==> src/rtl/rrb_pkg.sv <==
package rrb_pkg;
  // Default geometry of the fabric
  localparam int unsigned RRB_MASTERS = 4;
  localparam int unsigned RRB_SLAVES  = 4;
  localparam int unsigned RRB_ADDR_W  = 32;
  localparam int unsigned RRB_DATA_W  = 32;
  // Lowest address bit of the slave-select field (eight words per slave)
  localparam int unsigned RRB_DEC_LSB = 3;
endpackage

==> src/rtl/rrb_arbiter.sv <==
module rrb_arbiter #(
  parameter int unsigned N  = 4,
  localparam int unsigned IW = (N > 1) ? $clog2(N) : 1
) (
  input  logic         clk,
  input  logic         rst_n,
  input  logic [N-1:0] req,
  output logic [N-1:0] grant
);
  logic [N-1:0]  grant_q, grant_d;
  logic [IW-1:0] last_q, pick;
  logic          found, hold, upd_en;

  // Next-state: keep owner while it requests, else rotate from last owner
  always_comb begin
    hold  = |(grant_q & req);
    found = 1'b0;
    pick  = last_q;
    for (int k = 1; k <= int'(N); k++) begin
      int c;
      c = int'(last_q) + k;
      if (c >= int'(N)) c = c - int'(N);
      if (!found && req[c]) begin
        found = 1'b1;
        pick  = IW'(c);
      end
    end
    grant_d = found ? ({{(N-1){1'b0}}, 1'b1} << pick) : '0;
    upd_en  = !hold;
  end

  always_ff @(posedge clk or negedge rst_n) begin
    if (!rst_n) begin
      grant_q <= '0;
      last_q  <= IW'(N - 1);
    end else if (upd_en) begin
      grant_q <= grant_d;
      if (found) last_q <= pick;
    end
  end

  assign grant = grant_q;

  a_r5_grant_onehot: assert property (@(posedge clk) disable iff (!rst_n)
    $onehot0(grant_q));
  a_r3_owner_holds: assert property (@(posedge clk) disable iff (!rst_n)
    (|(grant_q & req)) |=> $stable(grant_q));
  a_r2_idle_clears: assert property (@(posedge clk) disable iff (!rst_n)
    !(|req) |=> (grant_q == '0));
  a_r4_winner_requested: assert property (@(posedge clk) disable iff (!rst_n)
    ((grant_q != '0) && !$stable(grant_q)) |-> (|(grant_q & $past(req))));
endmodule

==> src/rtl/rrb_decoder.sv <==
module rrb_decoder #(
  parameter int unsigned NS      = 4,
  parameter int unsigned AW      = 32,
  parameter int unsigned DEC_LSB = 3,
  localparam int unsigned SB     = (NS > 1) ? $clog2(NS) : 1
) (
  input  logic          clk,
  input  logic          rst_n,
  input  logic [AW-1:0] adr,
  input  logic          stb,
  output logic [SB-1:0] slv_idx,
  output logic [NS-1:0] slv_stb
);
  assign slv_idx = adr[DEC_LSB +: SB];

  for (genvar j = 0; j < int'(NS); j++) begin : g_sel
    assign slv_stb[j] = stb && (slv_idx == SB'(j));
  end

  a_r7_one_slave: assert property (@(posedge clk) disable iff (!rst_n)
    $onehot0(slv_stb));
endmodule

==> src/rtl/rrb_resp_mux.sv <==
module rrb_resp_mux #(
  parameter int unsigned NM = 4,
  parameter int unsigned NS = 4,
  parameter int unsigned DW = 32,
  localparam int unsigned SB = (NS > 1) ? $clog2(NS) : 1
) (
  input  logic [NM-1:0]    grant,
  input  logic [SB-1:0]    slv_idx,
  input  logic [NS-1:0]    s_ack,
  input  logic [NS*DW-1:0] s_dat,
  output logic [NM-1:0]    m_ack,
  output logic [NM*DW-1:0] m_dat
);
  logic          ack_sel;
  logic [DW-1:0] dat_sel;

  always_comb begin
    ack_sel = 1'b0;
    dat_sel = '0;
    for (int j = 0; j < int'(NS); j++) begin
      if (slv_idx == SB'(j)) begin
        ack_sel = s_ack[j];
        dat_sel = s_dat[j*DW +: DW];
      end
    end
  end

  for (genvar m = 0; m < int'(NM); m++) begin : g_ret
    assign m_ack[m]            = grant[m] & ack_sel;
    assign m_dat[m*DW +: DW]   = grant[m] ? dat_sel : '0;
  end
endmodule

==> src/rtl/rr_bus_fabric.sv <==
module rr_bus_fabric
  import rrb_pkg::*;
#(
  parameter int unsigned NM      = RRB_MASTERS,
  parameter int unsigned NS      = RRB_SLAVES,
  parameter int unsigned AW      = RRB_ADDR_W,
  parameter int unsigned DW      = RRB_DATA_W,
  parameter int unsigned DEC_LSB = RRB_DEC_LSB,
  localparam int unsigned SW     = DW / 8,
  localparam int unsigned SB     = (NS > 1) ? $clog2(NS) : 1
) (
  input  logic               clk,
  input  logic               rst_n,
  input  logic [NM-1:0]      m_cyc_i,
  input  logic [NM-1:0]      m_stb_i,
  input  logic [NM-1:0]      m_we_i,
  input  logic [NM*AW-1:0]   m_adr_i,
  input  logic [NM*DW-1:0]   m_dat_i,
  input  logic [NM*SW-1:0]   m_sel_i,
  output logic [NM-1:0]      m_ack_o,
  output logic [NM*DW-1:0]   m_dat_o,
  output logic               s_cyc_o,
  output logic [NS-1:0]      s_stb_o,
  output logic               s_we_o,
  output logic [AW-1:0]      s_adr_o,
  output logic [DW-1:0]      s_dat_o,
  output logic [SW-1:0]      s_sel_o,
  input  logic [NS-1:0]      s_ack_i,
  input  logic [NS*DW-1:0]   s_dat_i,
  output logic [NM-1:0]      grant_o
);
  logic [NM-1:0] grant;
  logic          own_cyc, own_stb, own_we;
  logic [AW-1:0] own_adr;
  logic [DW-1:0] own_dat;
  logic [SW-1:0] own_sel;
  logic [SB-1:0] slv_idx;

  rrb_arbiter #(.N(NM)) u_arb (
    .clk   (clk),
    .rst_n (rst_n),
    .req   (m_cyc_i),
    .grant (grant)
  );

  // Request path: AND-OR multiplexer steered by the one-hot grant
  always_comb begin
    own_cyc = 1'b0;
    own_stb = 1'b0;
    own_we  = 1'b0;
    own_adr = '0;
    own_dat = '0;
    own_sel = '0;
    for (int m = 0; m < int'(NM); m++) begin
      if (grant[m]) begin
        own_cyc = m_cyc_i[m];
        own_stb = m_stb_i[m];
        own_we  = m_we_i[m];
        own_adr = m_adr_i[m*AW +: AW];
        own_dat = m_dat_i[m*DW +: DW];
        own_sel = m_sel_i[m*SW +: SW];
      end
    end
  end

  rrb_decoder #(.NS(NS), .AW(AW), .DEC_LSB(DEC_LSB)) u_dec (
    .clk     (clk),
    .rst_n   (rst_n),
    .adr     (own_adr),
    .stb     (own_stb & own_cyc),
    .slv_idx (slv_idx),
    .slv_stb (s_stb_o)
  );

  rrb_resp_mux #(.NM(NM), .NS(NS), .DW(DW)) u_resp (
    .grant   (grant),
    .slv_idx (slv_idx),
    .s_ack   (s_ack_i),
    .s_dat   (s_dat_i),
    .m_ack   (m_ack_o),
    .m_dat   (m_dat_o)
  );

  assign s_cyc_o = own_cyc;
  assign s_we_o  = own_we;
  assign s_adr_o = own_adr;
  assign s_dat_o = own_dat;
  assign s_sel_o = own_sel;
  assign grant_o = grant;

  a_r8_single_ack: assert property (@(posedge clk) disable iff (!rst_n)
    $onehot0(m_ack_o));
  a_r6_cyc_needs_grant: assert property (@(posedge clk) disable iff (!rst_n)
    s_cyc_o |-> (|grant_o));
endmodule

==> config.mk <==
export PLATFORM = sky130hd
export DESIGN_NAME = rr_bus_fabric
export DESIGN_NICKNAME = d
export VERILOG_FILES = /design/src/rtl/rrb_pkg.sv /design/src/rtl/rrb_arbiter.sv /design/src/rtl/rrb_decoder.sv /design/src/rtl/rrb_resp_mux.sv /design/src/rtl/rr_bus_fabric.sv
export SDC_FILE = /design/constraint.sdc
export NUM_CORES = 1
export LEC_CHECK = 0
export BUFFER_PORTS_ARGS = -buffer_cell sky130_fd_sc_hd__clkbuf_2
export CAP_MARGIN = 20
export CELL_PAD_IN_SITES_DETAIL_PLACEMENT = 0
export CELL_PAD_IN_SITES_GLOBAL_PLACEMENT = 1
export CORE_AREA = 2 2 242 244
export DETAILED_ROUTE_END_ITERATION = 7
export DIE_AREA = 0 0 244 246
export GPL_TIMING_DRIVEN = 0
export HOLD_SLACK_MARGIN = 0.15
export MAX_ROUTING_LAYER = met4
export PLACE_DENSITY = 0.52
export SLEW_MARGIN = 40
export SYNTH_ARGS = -nofsm -noshare
export SYNTH_HDL_FRONTEND = slang
export SYNTH_SLANG_ARGS = --single-unit
==> constraint.sdc <==
create_clock -name clk -period 2.3 [get_ports clk]
set_input_delay 0.69 -clock clk [delete_from_list [all_inputs] [get_ports clk]]
set_output_delay 0.69 -clock clk [all_outputs]
set_load 0.1 [all_outputs]
==> impl_metrics.tcl <==
set metrics [dict create \
    status "finished with violations" \
    violations "setup timing" \
    path_clk_slew_ns 0.04 \
    r2r-start "u_arb.grant[3]$_DFFE_PN0N_" \
    worst_pin_slew_ns 0.547 \
    track_usage_pct 15.5 \
    syn2layout_area_growth_pct 331 \
    die_x_um 244 \
    synth_cells 620 \
    start_util_pct 7.33 \
    worst_path_max_delay_cell "dfrtp_4" \
    synth_xor_area_share_pct 0 \
    setup_viol 206 \
    grt_pass1_vias 9203 \
    grt-ovfl-total 0 \
    seq_area_frac_synth_pct 3.63 \
    rsz0062_at_grt "yes" \
    yosys.area_share.simple_pct 20.7 \
    worstReg2RegEnd "u_arb.grant[2]$_DFFE_PN0N_" \
    fin_cells 2127 \
    r2r_setup_slack_ns 0.06 \
    synthAdderAreaFrac_pct 0 \
    ys_ff_latch 6 \
    wl_per_cell_um 24.0 \
    synth_edf_count 0 \
    ctsHoldBuffers 0 \
    worst-path-max-fanout 6 \
    die_area_mm2 0.0600 \
    relSlewSlack_pct 63.3 \
    final_common_cell "clkbuf_2" \
    grt_max_degree 12 \
    maxSlewViolCount 0 \
    hpwl_mm 38.4 \
    final_hold_viol_count 0 \
    synth_top_area_share_pct 19.6 \
    critPathKind "reg -> out" \
    final_nets 1774 \
    worstPathArrival_ns 2.60 \
    slowest_delay_ns 0.50 \
    drc_errors 0 \
    drive_gt1_share_pct 88.2 \
    yosys-top-cells-area "o22ai_1 (20%), mux2i_1 (16%), a221oi_1 (14%), o31ai_1 (12%), nor2b_1 (11%)" \
    io_pins 628 \
    yosysTopAreaCell "o22ai_1" \
    whs_ns 0.282 \
    synth-main-ff-cell "dfrtp_1" \
    synth_top_family_by_area "compound AO/OA/AOI/OAI gates" \
    worstPathRequired_ns 1.61 \
    cp_cell_sequence "nand3b_1 > a211oi_2 > buf_6 > buf_12 > buf_6 > clkbuf_16 > mux2i_4 > buf_4 > o22ai_4 > buf_12" \
    final_cell_mix "clkbuf_2 (430), clkbuf_16 (151), o22ai_2 (91), nand2_1 (69), o31ai_4 (68)" \
    cts-htree-levels 1 \
    firstDrtPassIters 4 \
    cts-root-buf "clkbuf_16" \
    routabilityCongestion 0.962 \
    cts_tree "built" \
    postSynthAreaPerCell_um2 6.78 \
    clk_latency_ns 0.23 \
    rr_worst_depth 9 \
    endpoint_kind "output pin" \
    synthMuxAreaShare_pct 15.7 \
    fmax_ghz 0.304 \
    cts.sinks 6 \
    cap_violations 0 \
    synth_compound_area_share_pct 50.6 \
    layout_setup_ws_ns -0.988 \
    io_buffers 627 \
    ant_nets 0 \
    fin_worst_skew_ns 0.00102 \
    layout_min_cycle_time_ns 3.29 \
    drt_iter0_markers 379 \
    vias 9045 \
    rows 88 \
    antenna_found_initial 7 \
    min_period_over_period_pct 143 \
    yosysWarnings 0 \
    worst-path-buf-inv 6 \
    clock_path_buffers 2 \
    core_area_mm2 0.0574 \
    ys_types 35 \
    startpoint_type "flop" \
    wl_mm 51.1 \
    via_per_inst 4.25 \
    grt_pass1_wl_mm 67.2 \
    synth_nets 1038 \
    cts_inserted_buffers 3 \
    dieHeight_um 246 \
    holdCritPathClass "in -> async" \
    dp.cells 2012 \
    syn_area_mm2 0.00420 \
    cp_top_family "buffers and inverters" \
    async_flop_share_pct 100 \
]
## through the flow
stage / cell area (um^2) / TNS [ns] / worst slack, ns / util (%)
after detailed placement: 9800 / -244.99 / -1.60 / 17.1
after CTS: 16300 / -146.33 / -0.919 / 28.4
final: 18100 / -156.47 / -0.988 / 31.6
after global routing: 18100 / -168.96 / -1.02 / 31.6
after floorplan: 5690 / -208.78 / -1.45 / -
after global placement: 9790 / -272.23 / -1.77 / 17.1
## cells in the mapped netlist, drive strengths merged, types with 3 or more instances
| cell | n |
|---|---|
| a211oi | 3 |
| clkbuf | 61 |
| nand3b | 3 |
| mux2i | 66 |
| nor2b | 71 |
| inv | 5 |
| nand2b | 4 |
| o21ai | 4 |
| nor3 | 4 |
| nand2 | 72 |
| a22o | 4 |
| nand3 | 4 |
| a221oi | 69 |
| o22ai | 132 |
| a21oi | 5 |
| dfrtp | 4 |
| buf | 20 |
| and2 | 3 |
| o31ai | 68 |
## registers in the layout (all words and copies together) (netlist names)
register      cells
u_arb.grant       4
u_arb.last_q      2
## layer usage
layer | GRT usage, % | vias to the layer above | part of all wire, %
met3 | 2.14 | 40 | 4.6
li1 | - | 4039 | -
met4 | 1.38 | 0 | 1.2
met5 | - | - | 0
met2 | 25.8 | 372 | 50
met1 | 20.5 | 4594 | 44
## layout make-up
type                    count  area [um^2]
diodes                      7         17.5
plain buffers              75         1060
clock buffers               4         78.8
fillers                  5727        39300
inverters                   5         22.5
multi-input cells         528         7670
flip-flops and latches      6          168
well taps                 765          957
repair buffers            737         8130
## timing repair
item	in CTS	in global routing
resized for setup	983	320
cloned	8	11
pin swaps	55	82
buffers inserted	53	41
setup endpoints to repair	206	208
## cell families (layout without fill, tap and decap cells)
| logic type | Yosys count | count (layout) |
|---|---|---|
| flops | 6 | 6 |
| other cells | 0 | 7 |
| buf+inv | 86 | 821 |
| mux | 66 | 66 |
| compound gates | 293 | 293 |
| simple gates | 169 | 169 |
## worst max path at each step
| stage | slack, ns | to | cells after the start | startpoint |
|---|---|---|---|---|
| detailed placement | -1.60 | m_dat_o[73] | 6 | u_arb.grant[2]$_DFFE_PN0N_ |
| global route | -1.02 | m_dat_o[89] | 10 | u_arb.grant[1]$_DFFE_PN0N_ |
| global placement | -1.77 | m_dat_o[103] | 6 | u_arb.grant[3]$_DFFE_PN0N_ |
| finish | -0.99 | m_dat_o[89] | 10 | u_arb.grant[1]$_DFFE_PN0N_ |
| floorplan | -1.45 | m_dat_o[48] | 7 | u_arb.grant[2]$_DFFE_PN0N_ |
| CTS | -0.92 | m_dat_o[34] | 7 | u_arb.grant[1]$_DFFE_PN0N_ |
Power is left out: the tool's default activity adds up to more than one toggle a clock period on the data nets, which glitch-free logic cannot reach.
